**src/rtl/tij_pkg.sv**
```systemverilog
package tij_pkg;
  localparam int DW        = 8;
  localparam int NUM_READS = 7;

  typedef enum logic [1:0] {
    ST_IDLE  = 2'd0,
    ST_ISSUE = 2'd1,
    ST_WAIT  = 2'd2
  } seq_state_e;

  typedef enum logic [2:0] {
    RD_TBL_LO  = 3'd0,
    RD_TBL_HI  = 3'd1,
    RD_PTR_LO  = 3'd2,
    RD_PTR_HI  = 3'd3,
    RD_IDX     = 3'd4,
    RD_DEST_LO = 3'd5,
    RD_DEST_HI = 3'd6
  } read_step_e;
endpackage

```
**src/rtl/tij_window.sv**
```systemverilog
module tij_window #(
  parameter int          AW     = 16,
  parameter int          OPW    = 8,
  parameter logic [7:0]  WIN_LO = 8'h80
) (
  input  logic [OPW-1:0] op,
  input  logic           win_en,
  input  logic [AW-1:0]  win_base,
  output logic [AW-1:0]  phys
);
  localparam logic [OPW-1:0] LO = OPW'(WIN_LO);

  logic           in_window;
  logic [OPW-1:0] rel;

  always_comb begin
    in_window = win_en && (op >= LO);
    rel       = op - LO;
    if (in_window) phys = win_base + AW'(rel);
    else           phys = AW'(op);
  end
endmodule

```
**src/rtl/tij_addr_calc.sv**
```systemverilog
module tij_addr_calc #(
  parameter int AW = 16,
  parameter int MW = 7
) (
  input  logic [AW-1:0] tbl_start,
  input  logic [7:0]    idx_byte,
  input  logic [MW-1:0] mask,
  output logic [AW-1:0] dest
);
  logic [MW-1:0] offset;

  always_comb begin
    offset = idx_byte[MW-1:0] & mask;
    dest   = tbl_start + (AW'(offset) << 1);
  end
endmodule

```
**src/rtl/tbl_jump_seq.sv**
```systemverilog
module tbl_jump_seq
  import tij_pkg::*;
#(
  parameter int         AW     = 16,
  parameter int         OPW    = 8,
  parameter int         MW     = 7,
  parameter logic [7:0] WIN_LO = 8'h80
) (
  input  logic           clk,
  input  logic           rst_n,
  input  logic           start,
  input  logic [OPW-1:0] base_op,
  input  logic [OPW-1:0] idx_op,
  input  logic [MW-1:0]  mask,
  input  logic           win_en,
  input  logic [AW-1:0]  win_base,
  output logic           mem_rd,
  output logic [AW-1:0]  mem_addr,
  input  logic [DW-1:0]  mem_rdata,
  input  logic           mem_rvalid,
  output logic           busy,
  output logic           done,
  output logic [AW-1:0]  new_pc
);
  localparam int NOPS = 2;

  // reset: asserted asynchronously, released on the clock
  logic [1:0] rst_sync_q;
  logic       rst_n_i;

  always_ff @(posedge clk or negedge rst_n) begin
    if (!rst_n) rst_sync_q <= 2'b00;
    else        rst_sync_q <= {rst_sync_q[0], 1'b1};
  end
  assign rst_n_i = rst_sync_q[1];

  // state
  seq_state_e      state_q, state_d;
  read_step_e      step_q, step_d;
  logic            done_q, done_d;

  logic [OPW-1:0]  base_op_q, idx_op_q;
  logic [MW-1:0]   mask_q;
  logic            win_en_q;
  logic [AW-1:0]   win_base_q;
  logic [AW-1:0]   tbl_q, ptr_q, pc_q;
  logic [DW-1:0]   idx_byte_q, pc_lo_q;

  logic            accept, take;
  logic [OPW-1:0]  op_sel  [NOPS];
  logic [AW-1:0]   op_phys [NOPS];
  logic [AW-1:0]   dest;

  assign accept = (state_q == ST_IDLE) && start;
  assign take   = (state_q == ST_WAIT) && mem_rvalid;

  assign op_sel[0] = base_op_q;
  assign op_sel[1] = idx_op_q;

  generate
    for (genvar g = 0; g < NOPS; g++) begin : g_win
      tij_window #(.AW(AW), .OPW(OPW), .WIN_LO(WIN_LO)) u_win (
        .op       (op_sel[g]),
        .win_en   (win_en_q),
        .win_base (win_base_q),
        .phys     (op_phys[g])
      );
    end
  endgenerate

  tij_addr_calc #(.AW(AW), .MW(MW)) u_calc (
    .tbl_start (tbl_q),
    .idx_byte  (idx_byte_q),
    .mask      (mask_q),
    .dest      (dest)
  );

  // next state
  always_comb begin
    state_d = state_q;
    step_d  = step_q;
    done_d  = 1'b0;
    unique case (state_q)
      ST_IDLE: if (start) begin
        state_d = ST_ISSUE;
        step_d  = RD_TBL_LO;
      end
      ST_ISSUE: state_d = ST_WAIT;
      ST_WAIT: if (mem_rvalid) begin
        if (step_q == RD_DEST_HI) begin
          state_d = ST_IDLE;
          done_d  = 1'b1;
        end else begin
          state_d = ST_ISSUE;
          step_d  = read_step_e'(step_q + 3'd1);
        end
      end
      default: state_d = ST_IDLE;
    endcase
  end

  always_ff @(posedge clk or negedge rst_n_i) begin
    if (!rst_n_i) begin
      state_q <= ST_IDLE;
      step_q  <= RD_TBL_LO;
      done_q  <= 1'b0;
    end else begin
      state_q <= state_d;
      step_q  <= step_d;
      done_q  <= done_d;
    end
  end

  // operand capture, enabled by an accepted start only
  always_ff @(posedge clk) begin
    if (accept) begin
      base_op_q  <= base_op;
      idx_op_q   <= idx_op;
      mask_q     <= mask;
      win_en_q   <= win_en;
      win_base_q <= win_base;
    end
  end

  // read data capture, one enable per step
  always_ff @(posedge clk) begin
    if (take && step_q == RD_TBL_LO)  tbl_q[7:0]  <= mem_rdata;
    if (take && step_q == RD_TBL_HI)  tbl_q[15:8] <= mem_rdata;
    if (take && step_q == RD_PTR_LO)  ptr_q[7:0]  <= mem_rdata;
    if (take && step_q == RD_PTR_HI)  ptr_q[15:8] <= mem_rdata;
    if (take && step_q == RD_IDX)     idx_byte_q  <= mem_rdata;
    if (take && step_q == RD_DEST_LO) pc_lo_q     <= mem_rdata;
  end

  always_ff @(posedge clk or negedge rst_n_i) begin
    if (!rst_n_i)                           pc_q <= '0;
    else if (take && step_q == RD_DEST_HI) pc_q <= {mem_rdata, pc_lo_q};
  end

  // address select
  always_comb begin
    unique case (step_q)
      RD_TBL_LO:  mem_addr = op_phys[0];
      RD_TBL_HI:  mem_addr = op_phys[0] + AW'(1);
      RD_PTR_LO:  mem_addr = op_phys[1];
      RD_PTR_HI:  mem_addr = op_phys[1] + AW'(1);
      RD_IDX:     mem_addr = ptr_q;
      RD_DEST_LO: mem_addr = dest;
      RD_DEST_HI: mem_addr = dest + AW'(1);
      default:    mem_addr = '0;
    endcase
  end

  assign mem_rd = (state_q == ST_ISSUE);
  assign busy   = (state_q != ST_IDLE);
  assign done   = done_q;
  assign new_pc = pc_q;

  // checks
  a_r1_idle_quiet: assert property (@(posedge clk) disable iff (!rst_n_i)
    !busy |-> !mem_rd);

  a_r2_single_issue: assert property (@(posedge clk) disable iff (!rst_n_i)
    mem_rd |=> !mem_rd);

  a_r11_wait_valid: assert property (@(posedge clk) disable iff (!rst_n_i)
    (busy && !mem_rd && !mem_rvalid) |=> !mem_rd);

  a_r9_done_pulse: assert property (@(posedge clk) disable iff (!rst_n_i)
    done |=> !done);

  a_r9_done_not_busy: assert property (@(posedge clk) disable iff (!rst_n_i)
    done |-> !busy);

  a_r10_ops_held: assert property (@(posedge clk) disable iff (!rst_n_i)
    (busy && start) |=> ($stable(base_op_q) && $stable(idx_op_q) && $stable(mask_q)));
endmodule

```
**config.mk**
```make
export PLATFORM = sky130hd
export DESIGN_NAME = tbl_jump_seq
export DESIGN_NICKNAME = d
export VERILOG_FILES = /design/src/rtl/tij_pkg.sv /design/src/rtl/tij_window.sv /design/src/rtl/tij_addr_calc.sv /design/src/rtl/tbl_jump_seq.sv
export SDC_FILE = /design/constraint.sdc
export NUM_CORES = 1
export LEC_CHECK = 0
export BUFFER_PORTS_ARGS = -buffer_cell sky130_fd_sc_hd__buf_2
export CORE_MARGIN = 2
export CORE_UTILIZATION = 30
export DETAILED_ROUTE_END_ITERATION = 10
export GPL_ROUTABILITY_DRIVEN = 0
export SETUP_SLACK_MARGIN = 0.2
export SYNTH_ARGS = -nofsm -noshare
export SYNTH_HDL_FRONTEND = slang
export SYNTH_SLANG_ARGS = --single-unit
```
**constraint.sdc**
```tcl
create_clock -name clk -period 3.3 [get_ports clk]
set_input_delay 0.33 -clock clk [delete_from_list [all_inputs] [get_ports clk]]
set_output_delay 0.33 -clock clk [all_outputs]
set_load 0.005 [all_outputs]
```
==> results by group, run 1 <==
Layout
  • Area delta synth->final: 35.5%
  • Register area: 3210 sq um
  • Multi-input logic area: 3690 sq um
  • # diodes: 0
  • Fillers: 2151
  • Design Area, Final: 9090 sq um
  • Share of cells above drive strength 1: 0.422
  • Final net count: 889

Setup path
  • Crit path max-delay family: compound AO/OA/AOI/OAI gates
  • Reg2Reg Depth: 6
  • Critical path class: flip-flop to primary output
  • Critical Path Source: win_base_q[1]$_DFFE_PP_
  • Worst Path Arrival: 3.57 ns
  • RR Startpoint: step_q[0]$_DFFE_PN0P_
  • Crit-path most repeated cell: buf_4
  • R2r endpoint: tbl_q[5]$_DFFE_PP_
  • Worst-path maximum fanout: 4
  • CP required: 2.97 ns
  • Crit-path cells: buf_4 > ha_4 > a211oi_4 > nor3_4 > o21ai_1 > buf_4 > a22oi_1 > a21boi_0 > a221o_2 > nand3_1 > or4_4 > nand3_2 > buf_2
  • Crit path launch type: flip-flop
  • Buffers & Inverters on Critical Path: 3
  • Worst R2R Setup Slack: 1.02 ns
  • CP max-delay cell: or4_4
  • Max stage delay on crit path: 0.55 ns
  • Worst setup EP type: primary output

Power
  • Sw Share: 0.391
  • Clock power frac: 0.191
  • NetSw: 2.41 mW
  • Worst IR Drop VDD: 0.293 mV
  • Sequential Power Share: 0.301
  • Total power: 6.15 mW
  • Lkg Pwr: 3.67 nW
  • Combinational share of power: 0.508
  • Int Pwr: 3.75 mW
  • Pwr per Cell Area: 677 nW/um^2

Yosys
  • Post-synth ARST share: 0.216
  • Post-synth EDFFs: 87
  • Area of the mapped netlist: 6710 sq um
  • Primary FF master, synth: edfxtp_1
  • Ys Warns: 0
  • Register area share after synthesis: 0.479
  • Net count after synthesis: 679
  • Netlist cell types: 88
  • Simple-gate portion of the synthesized area: 0.138
  • Synth Area per Inst: 11.3 sq um
  • XOR/XNOR Fraction of Synth Area: 0.0444
  • Largest family of logic cells by synthesized area: compound AO/OA/AOI/OAI gates
  • Synth top area share: 0.389
  • Adder-cell share of the synthesized area: 0.0630
  • Dominant cell type by area after synthesis: edfxtp_1
  • Synth Area in Compound Gates: 0.200
  • Main area contributors after synthesis: edfxtp_1 39%, dfrtp_1 9.0%, ha_1 5.4%
  • Syn Inst Count: 595
  • Seq cells post-synth: 111
  • Post-synthesis mux area share: 0.0444

Timing
  • # setup viols final: 12
  • Min Clock Period, post-route: 3.90 ns
  • Max Fclk: 257 MHz
  • Worst-Margin Slew: 0.990 ns
  • Final hold violations: 0
  • Final setup skew: 0.00860 ns
  • RSZ-0062 raised after global routing: true
  • Period utilization: 1.18
  • Slew Limit Fails: 0
  • Setup WS post-layout: -0.597 ns
  • Slew margin rel.: 0.340

Floorplan
  • Num rows: 54
  • Initial Util: 0.307
  • Die height: 154 um
  • I/O pins: 87
  • Core footprint: 21900 sq um
  • Die ar.: 23600 sq um
  • Horiz. Die Dim: 154 um

GRT
  • Vias in the first global route: 5733
  • Largest net degree at the start of global routing: 41
  • Initial antenna violation count: 0
  • GRT Total Usage: 0.171
  • First-pass GRT wire length: 31.5 mm
  • GR Overflow Total: 0

Detailed routing
  • First DRT Iteration DRCs: 448
  • Post-route DRC: 0
  • Final WL: 20.4 mm
  • Routed len/inst: 18.7 um
  • Via density: 5.29
  • Via count: 5763
  • 1st-pass router iterations: 6
  • Post-DRT Antenna Nets: 0

CTS
  • Worst-path clk slew: 0.08 ns
  • CTS tree: yes
  • Clock root cell: clkbuf_16
  • Worst-case clock buffer depth: 2
  • Deepest level of the CTS H-tree: 3
  • Clk_lat worst skew: 0.37 ns
  • Sinks on Clock Net: 111
  • Total CTS buffers: 9

Worst hold path
  • HP Class: primary input to flip-flop
  • Worst hold start: idx_op[2]
  • Hold endpoint: idx_op_q[2]$_DFFE_PP_
  • Hold path cells: 1

Place
  • Buffers added on ports: 86
  • Post-DP HPWL: 14.9 mm
  • Pre-CTS setup slack: -0.207 ns
  • DP Area: 8250 sq um

Outcome
  • Failing checks: negative setup slack
  • Status: finished with violations

Job
  • Max-cap viol count: 0
[flip-flops by register name, indices dropped and copies added (netlist names)]
| register | cells |
|---|---|
| base_op_q | 8 |
| pc_lo_q | 8 |
| new_pc | 16 |
| done | 1 |
| idx_byte_q | 7 |
| tbl_q | 16 |
| step_q | 3 |
| win_en_q | 1 |
| win_base_q | 16 |
| ptr_q | 16 |
| rst_sync_q | 2 |
| mask_q | 7 |
| idx_op_q | 8 |
| state_q | 2 |
[synth_stat cells, types with 4 or more instances]
cell,number
buf_6,6
xor2_1,14
nand3_1,17
a21oi_1,31
clkbuf_1,6
and2_1,11
a222oi_1,5
nor2_1,42
o211ai_1,10
nand4b_1,7
a211oi_1,6
dfrtp_1,24
a221oi_1,11
xnor2_1,20
nor3_1,9
nand2_1,43
and3_1,4
o211a_1,4
nor2b_1,4
nand3b_1,4
mux2_2,18
nand2b_1,5
inv_1,16
o21a_1,4
a22oi_1,6
o22ai_1,8
o21ai_0,37
edfxtp_1,87
ha_1,29
nand4_1,7
mux2i_1,8
o221ai_1,6
[worst reg2reg max path, cell delays in order, from the launching register on]
cell and delay, ns:
dfrtp_1 0.41, inv_1 0.09, buf_4 0.12, ha_1 0.38, buf_4 0.22, nand2_1 0.11
nor2_1 0.59
[area by class of cell]
cell class | count | area share
clock buffer | 9 | 0.0248
clock inverter | 7 | 0.0106
multi-input combinational | 449 | 0.406
tap | 280 | 0.0385
inverter | 17 | 0.00702
sequential | 111 | 0.353
timing repair buffer | 217 | 0.160
[power by group through the flow]
stage	combinational, mW	sequential [mW]	clock [mW]
floorplan	1.54	1.83	0
global placement	2.65	1.87	0
detailed placement	2.66	1.87	0
CTS	2.86	1.85	1.21
global route	3.37	1.87	1.25
finish	3.13	1.85	1.17
[layer usage]
metal  track usage  wire length, um
met5             0                0
met1         0.231             9010
met2         0.274             9370
met4        0.0625              614
met3        0.0335             1390
[what timing repair did]
action                                  in CTS  in global routing
gates cloned                                 0                  0
pin swaps                                   22                 19
endpoints found under the setup margin      14                 16
buffers inserted                            11                  8
hold buffers                                 1                  0
endpoints found under the hold margin        2                  0
gates resized for setup                     45                 40
[how the worst max path moves through the flow]
| stage | cells after the start | slack (ns) | end |
|---|---|---|---|
| floorplan | 11 | 0.10 | mem_addr[15] |
| finish | 13 | -0.60 | mem_addr[15] |
| detailed placement | 13 | -0.21 | mem_addr[15] |
| global placement | 13 | -0.17 | mem_addr[15] |
| global route | 13 | -0.71 | mem_addr[15] |
| CTS | 12 | -0.51 | mem_addr[15] |
[cell usage in the layout (no fill, tap or decap), types with 18 or more instances in the layout]
cell      count
o21ai_0      20
edfxtp_1     87
nor2_1       37
dfrtp_1      24
mux2_2       18
ha_1         21
a21oi_1      24
buf_4       125
buf_2        83
xnor2_1      18
nand2_1      43
[metrics by stage]
stage                     TNS [ns]  utilization  hold WS [ns]  instances
after detailed placement    -0.996        0.377         0.118       1054
final                        -4.71        0.415         0.129       1090
after global placement      -0.865        0.377         0.116       1054
after global routing         -6.73        0.415         0.117       1090
after CTS                    -4.27        0.404         0.118       1082
after floorplan                  0            -        0.0344        595
[cells by family after synthesis]
group / count (synthesis)
flip-flops: 111
AO/OA/AOI/OAI: 180
AND/OR/NAND/NOR: 175
buffers and inverters: 35
multiplexers: 27
XOR/XNOR: 34
adder cells (fa/ha/maj): 32
other: 1
Note: power is estimated with default switching activity, not from simulation.
==> run 2, diff against run 1 <==
--- a/config.mk
+++ b/config.mk
@@ -5,12 +5,14 @@
 export SDC_FILE = /design/constraint.sdc
 export NUM_CORES = 1
 export LEC_CHECK = 0
+export ABC_AREA = 1
 export BUFFER_PORTS_ARGS = -buffer_cell sky130_fd_sc_hd__buf_2
 export CORE_MARGIN = 2
 export CORE_UTILIZATION = 30
 export DETAILED_ROUTE_END_ITERATION = 10
 export GPL_ROUTABILITY_DRIVEN = 0
 export SETUP_SLACK_MARGIN = 0.2
+export SKIP_LAST_GASP = 1
 export SYNTH_ARGS = -nofsm -noshare
 export SYNTH_HDL_FRONTEND = slang
 export SYNTH_SLANG_ARGS = --single-unit
==> results by group, run 2 <==
Outcome
  • Status: finished with violations
  • Failing checks: negative setup slack

Setup path
  • Worst R2R Setup Slack: 1.01 ns (about the same)
  • Setup crit end: mem_addr[14]
  • Crit path max-delay family: simple AND/OR/NAND/NOR gates
  • Critical path class: flip-flop to primary output
  • Worst Path Arrival: 3.16 ns (-0.41 ns)
  • WP depth: 20 (+7)
  • Max stage delay on crit path: 0.53 ns (-0.02 ns)
  • Reg2Reg Depth: 6 (unchanged)
  • CP required: 2.97 ns (about the same)
  • Buffers & Inverters on Critical Path: 3 (unchanged)
  • Worst setup EP type: primary output
  • Worst-path maximum fanout: 4 (unchanged)
  • Crit-path most repeated cell: nand2_2
  • RR Startpoint: step_q[0]$_DFFE_PN0P_
  • Crit-path cells: ha_4 > fa_2 > inv_2 > nand2_2 > nand3_2 > nand2_2 > o21ai_2 > inv_1 > ha_2 > nand2_2 > nor2_4 > nand2_2 > nor2_4 > nand2_2 > nor2_4 > nand3_2 > nand2_1 > nand3_1 > nand2_1 > buf_2
  • CP max-delay cell: fa_2
  • Crit path launch type: flip-flop
  • Critical Path Source: win_base_q[0]$_DFFE_PP_
  • R2r endpoint: new_pc[4]$_DFFE_PN0P_

Timing
  • Final hold violations: 0 (unchanged)
  • Slew margin rel.: 0.388 (+0.0477)
  • # setup viols final: 8 (-4)
  • Period utilization: 1.06 (-0.122)
  • Final setup skew: 0.0114 ns (+0.00283 ns)
  • Min Clock Period, post-route: 3.49 ns (-0.403 ns)
  • Worst-Margin Slew: 0.918 ns (-0.0715 ns)
  • Max Fclk: 286 MHz (+12%)
  • Slew Limit Fails: 0 (unchanged)
  • RSZ-0062 raised after global routing: true
  • Setup WS post-layout: -0.194 ns (+0.403 ns)

Layout
  • Most frequent cells in the layout: 259 x nand2_1, 121 x inv_1, 113 x nand3_1
  • # diodes: 0 (unchanged)
  • Final Util: 0.366 (-0.0498)
  • Area delta synth->final: 20.1%
  • Share of cells above drive strength 1: 0.224 (-0.198)
  • Final net count: 1073 (+21%)
  • Design Area, Final: 8550 sq um (-5.9%)
  • Fillers: 2510 (+17%)
  • Register area: 3210 sq um (about the same)
  • Commonest non-fill, non-tap cell in the layout: nand2_1
  • Multi-input logic area: 3520 sq um (-4.7%)

Detailed routing
  • 1st-pass router iterations: 5 (-1)
  • Final WL: 19.8 mm (-3.0%)
  • First DRT Iteration DRCs: 389 (-13%)
  • Post-route DRC: 0 (unchanged)
  • Post-DRT Antenna Nets: 0 (unchanged)
  • Via count: 6275 (+8.9%)
  • Routed len/inst: 15.1 um (-19%)
  • Via density: 4.78 (-9.6%)

Power
  • Lkg Pwr: 3.99 nW (+8.6%)
  • NetSw: 2.13 mW (-11%)
  • Sw Share: 0.416 (+0.0247)
  • Combinational share of power: 0.417 (-0.091)
  • Pwr per Cell Area: 600 nW/um^2 (-11%)
  • Clock power frac: 0.229 (+0.038)
  • Sequential Power Share: 0.354 (+0.053)
  • Worst IR Drop VDD: 0.318 mV (+8.6%)
  • Int Pwr: 3.00 mW (-20%)
  • Total power: 5.13 mW (-17%)

Floorplan
  • Die height: 158 um (+3.0%)
  • Initial Util: 0.304 (-0.00210)
  • Core footprint: 23400 sq um (+6.9%)
  • Horiz. Die Dim: 158 um (+3.0%)
  • Die ar.: 25000 sq um (+6.0%)
  • Num rows: 56 (+3.7%)
  • I/O pins: 87 (unchanged)

CTS
  • Clk_lat worst skew: 0.37 ns (about the same)
  • Sinks on Clock Net: 111 (unchanged)
  • CTS tree: yes
  • Deepest level of the CTS H-tree: 3 (unchanged)
  • Clock root cell: clkbuf_16
  • Total CTS buffers: 9 (unchanged)
  • Worst-case clock buffer depth: 2 (unchanged)
  • Worst-path clk slew: 0.09 ns (about the same)

GRT
  • Initial antenna violation count: 1 (+1)
  • Largest net degree at the start of global routing: 41 (unchanged)
  • First-pass GRT wire length: 31.3 mm (-0.57%)
  • GRT Total Usage: 0.165 (-0.00610)
  • Vias in the first global route: 6020 (+5.0%)
  • GR Overflow Total: 0 (unchanged)

Place
  • DP Area: 7940 sq um (-3.8%)
  • Post-DP HPWL: 15.1 mm (+1.5%)
  • Buffers added on ports: 86 (unchanged)

Yosys
  • Synth Area per Inst: 8.06 sq um (-29%)
  • Ys Warns: 0 (unchanged)
  • Dominant cell type by area after synthesis: edfxtp_1
  • Post-synth EDFFs: 87 (unchanged)
  • Seq cells post-synth: 111 (unchanged)
  • Synth top area share: 0.367 (-0.0226)
  • Area of the mapped netlist: 7120 sq um (+6.2%)
  • Commonest cells in the netlist: 267 x nand2_1, 125 x inv_1, 118 x nand3_1
  • Main area contributors after synthesis: edfxtp_1 37%, nand2_1 14%, dfrtp_1 8.4%
  • Syn Inst Count: 884 (+49%)
  • Netlist cell types: 45 (-49%)
  • Net count after synthesis: 968 (+43%)
  • Count leader, synth: nand2_1
  • Post-synth ARST share: 0.216 (unchanged)
  • Register area share after synthesis: 0.451 (-0.0278)
  • Primary FF master, synth: edfxtp_1

Worst hold path
  • HP Class: primary input to flip-flop

Job
  • Max-cap viol count: 0 (unchanged)
## run 2: repair_timing
action,4_1_cts,5_1_grt
gates resized for setup,38,19
pin swaps,22,15
hold buffers,1,0
setup buffers,8,5
endpoints found under the setup margin,14,15
endpoints found under the hold margin,2,0
cloned,1,0
## run 2: worst min path at each step
stage                           start                      end  slack [ns]  cells past startpoint
after CTS                     mask[1]      mask_q[1]$_DFFE_PP_        0.11                      1
after detailed placement        rst_n  rst_sync_q[1]$_DFF_PN0_        0.12                      1
final                     win_base[7]  win_base_q[7]$_DFFE_PP_        0.13                      1
after floorplan                 rst_n  rst_sync_q[0]$_DFF_PN0_        0.03                      0
after global routing          mask[1]      mask_q[1]$_DFFE_PP_        0.11                      1
after global placement          rst_n  rst_sync_q[0]$_DFF_PN0_        0.12                      1
## run 2: layout make-up
class | count | share of cell area
inverter | 133 | 0.0603
clock inverter | 7 | 0.0110
clock buffer | 9 | 0.0263
sequential | 111 | 0.376
timing repair buffer | 106 | 0.0689
tap | 319 | 0.0467
multi-input combinational | 628 | 0.411
## run 2: cells by family (layout without fill, tap and decap cells)
| kind of cell | count (synthesis) | count (layout) | synth area share |
|---|---|---|---|
| muxes | 16 | 16 | 0.0253 |
| buffers and inverters | 146 | 255 | 0.0804 |
| other | 1 | 1 | 0.000526 |
| xor gates and xnor gates | 3 | 3 | 0.00369 |
| AOI/OAI and AO/OA | 68 | 68 | 0.0616 |
| and+or+nand+nor | 507 | 508 | 0.318 |
| DFF | 111 | 111 | 0.451 |
| adders and majority gates | 32 | 32 | 0.0594 |
## run 2: per-layer routing
| layer | global-route usage | part of all wire | up-vias |
|---|---|---|---|
| li1 | - | - | 3168 |
| met1 | 0.226 | 0.46 | 2916 |
| met2 | 0.264 | 0.46 | 153 |
| met3 | 0.0268 | 0.046 | 36 |
| met4 | 0.0622 | 0.026 | 2 |
| met5 | 0 | 0.00056 | - |
## run 2: through the flow
| stage | setup slack, ns | TNS (ns) | hold WS (ns) | std cells |
|---|---|---|---|---|
| floorplan | 0.553 | 0 | 0.0344 | 884 |
| global placement | 0.216 | 0 | 0.117 | 1282 |
| detailed placement | 0.121 | 0 | 0.116 | 1282 |
| CTS | -0.141 | -0.523 | 0.111 | 1308 |
| global route | -0.338 | -2.55 | 0.108 | 1313 |
| finish | -0.194 | -0.927 | 0.127 | 1313 |
## run 2: power groups by stage
stage | clock network [mW] | registers, mW | logic, mW
final | 1.18 | 1.81 | 2.14
after global routing | 1.25 | 1.83 | 2.42
after CTS | 1.21 | 1.82 | 2.07
after detailed placement | 0 | 1.85 | 1.96
after global placement | 0 | 1.84 | 1.94
after floorplan | 0 | 1.80 | 1.34
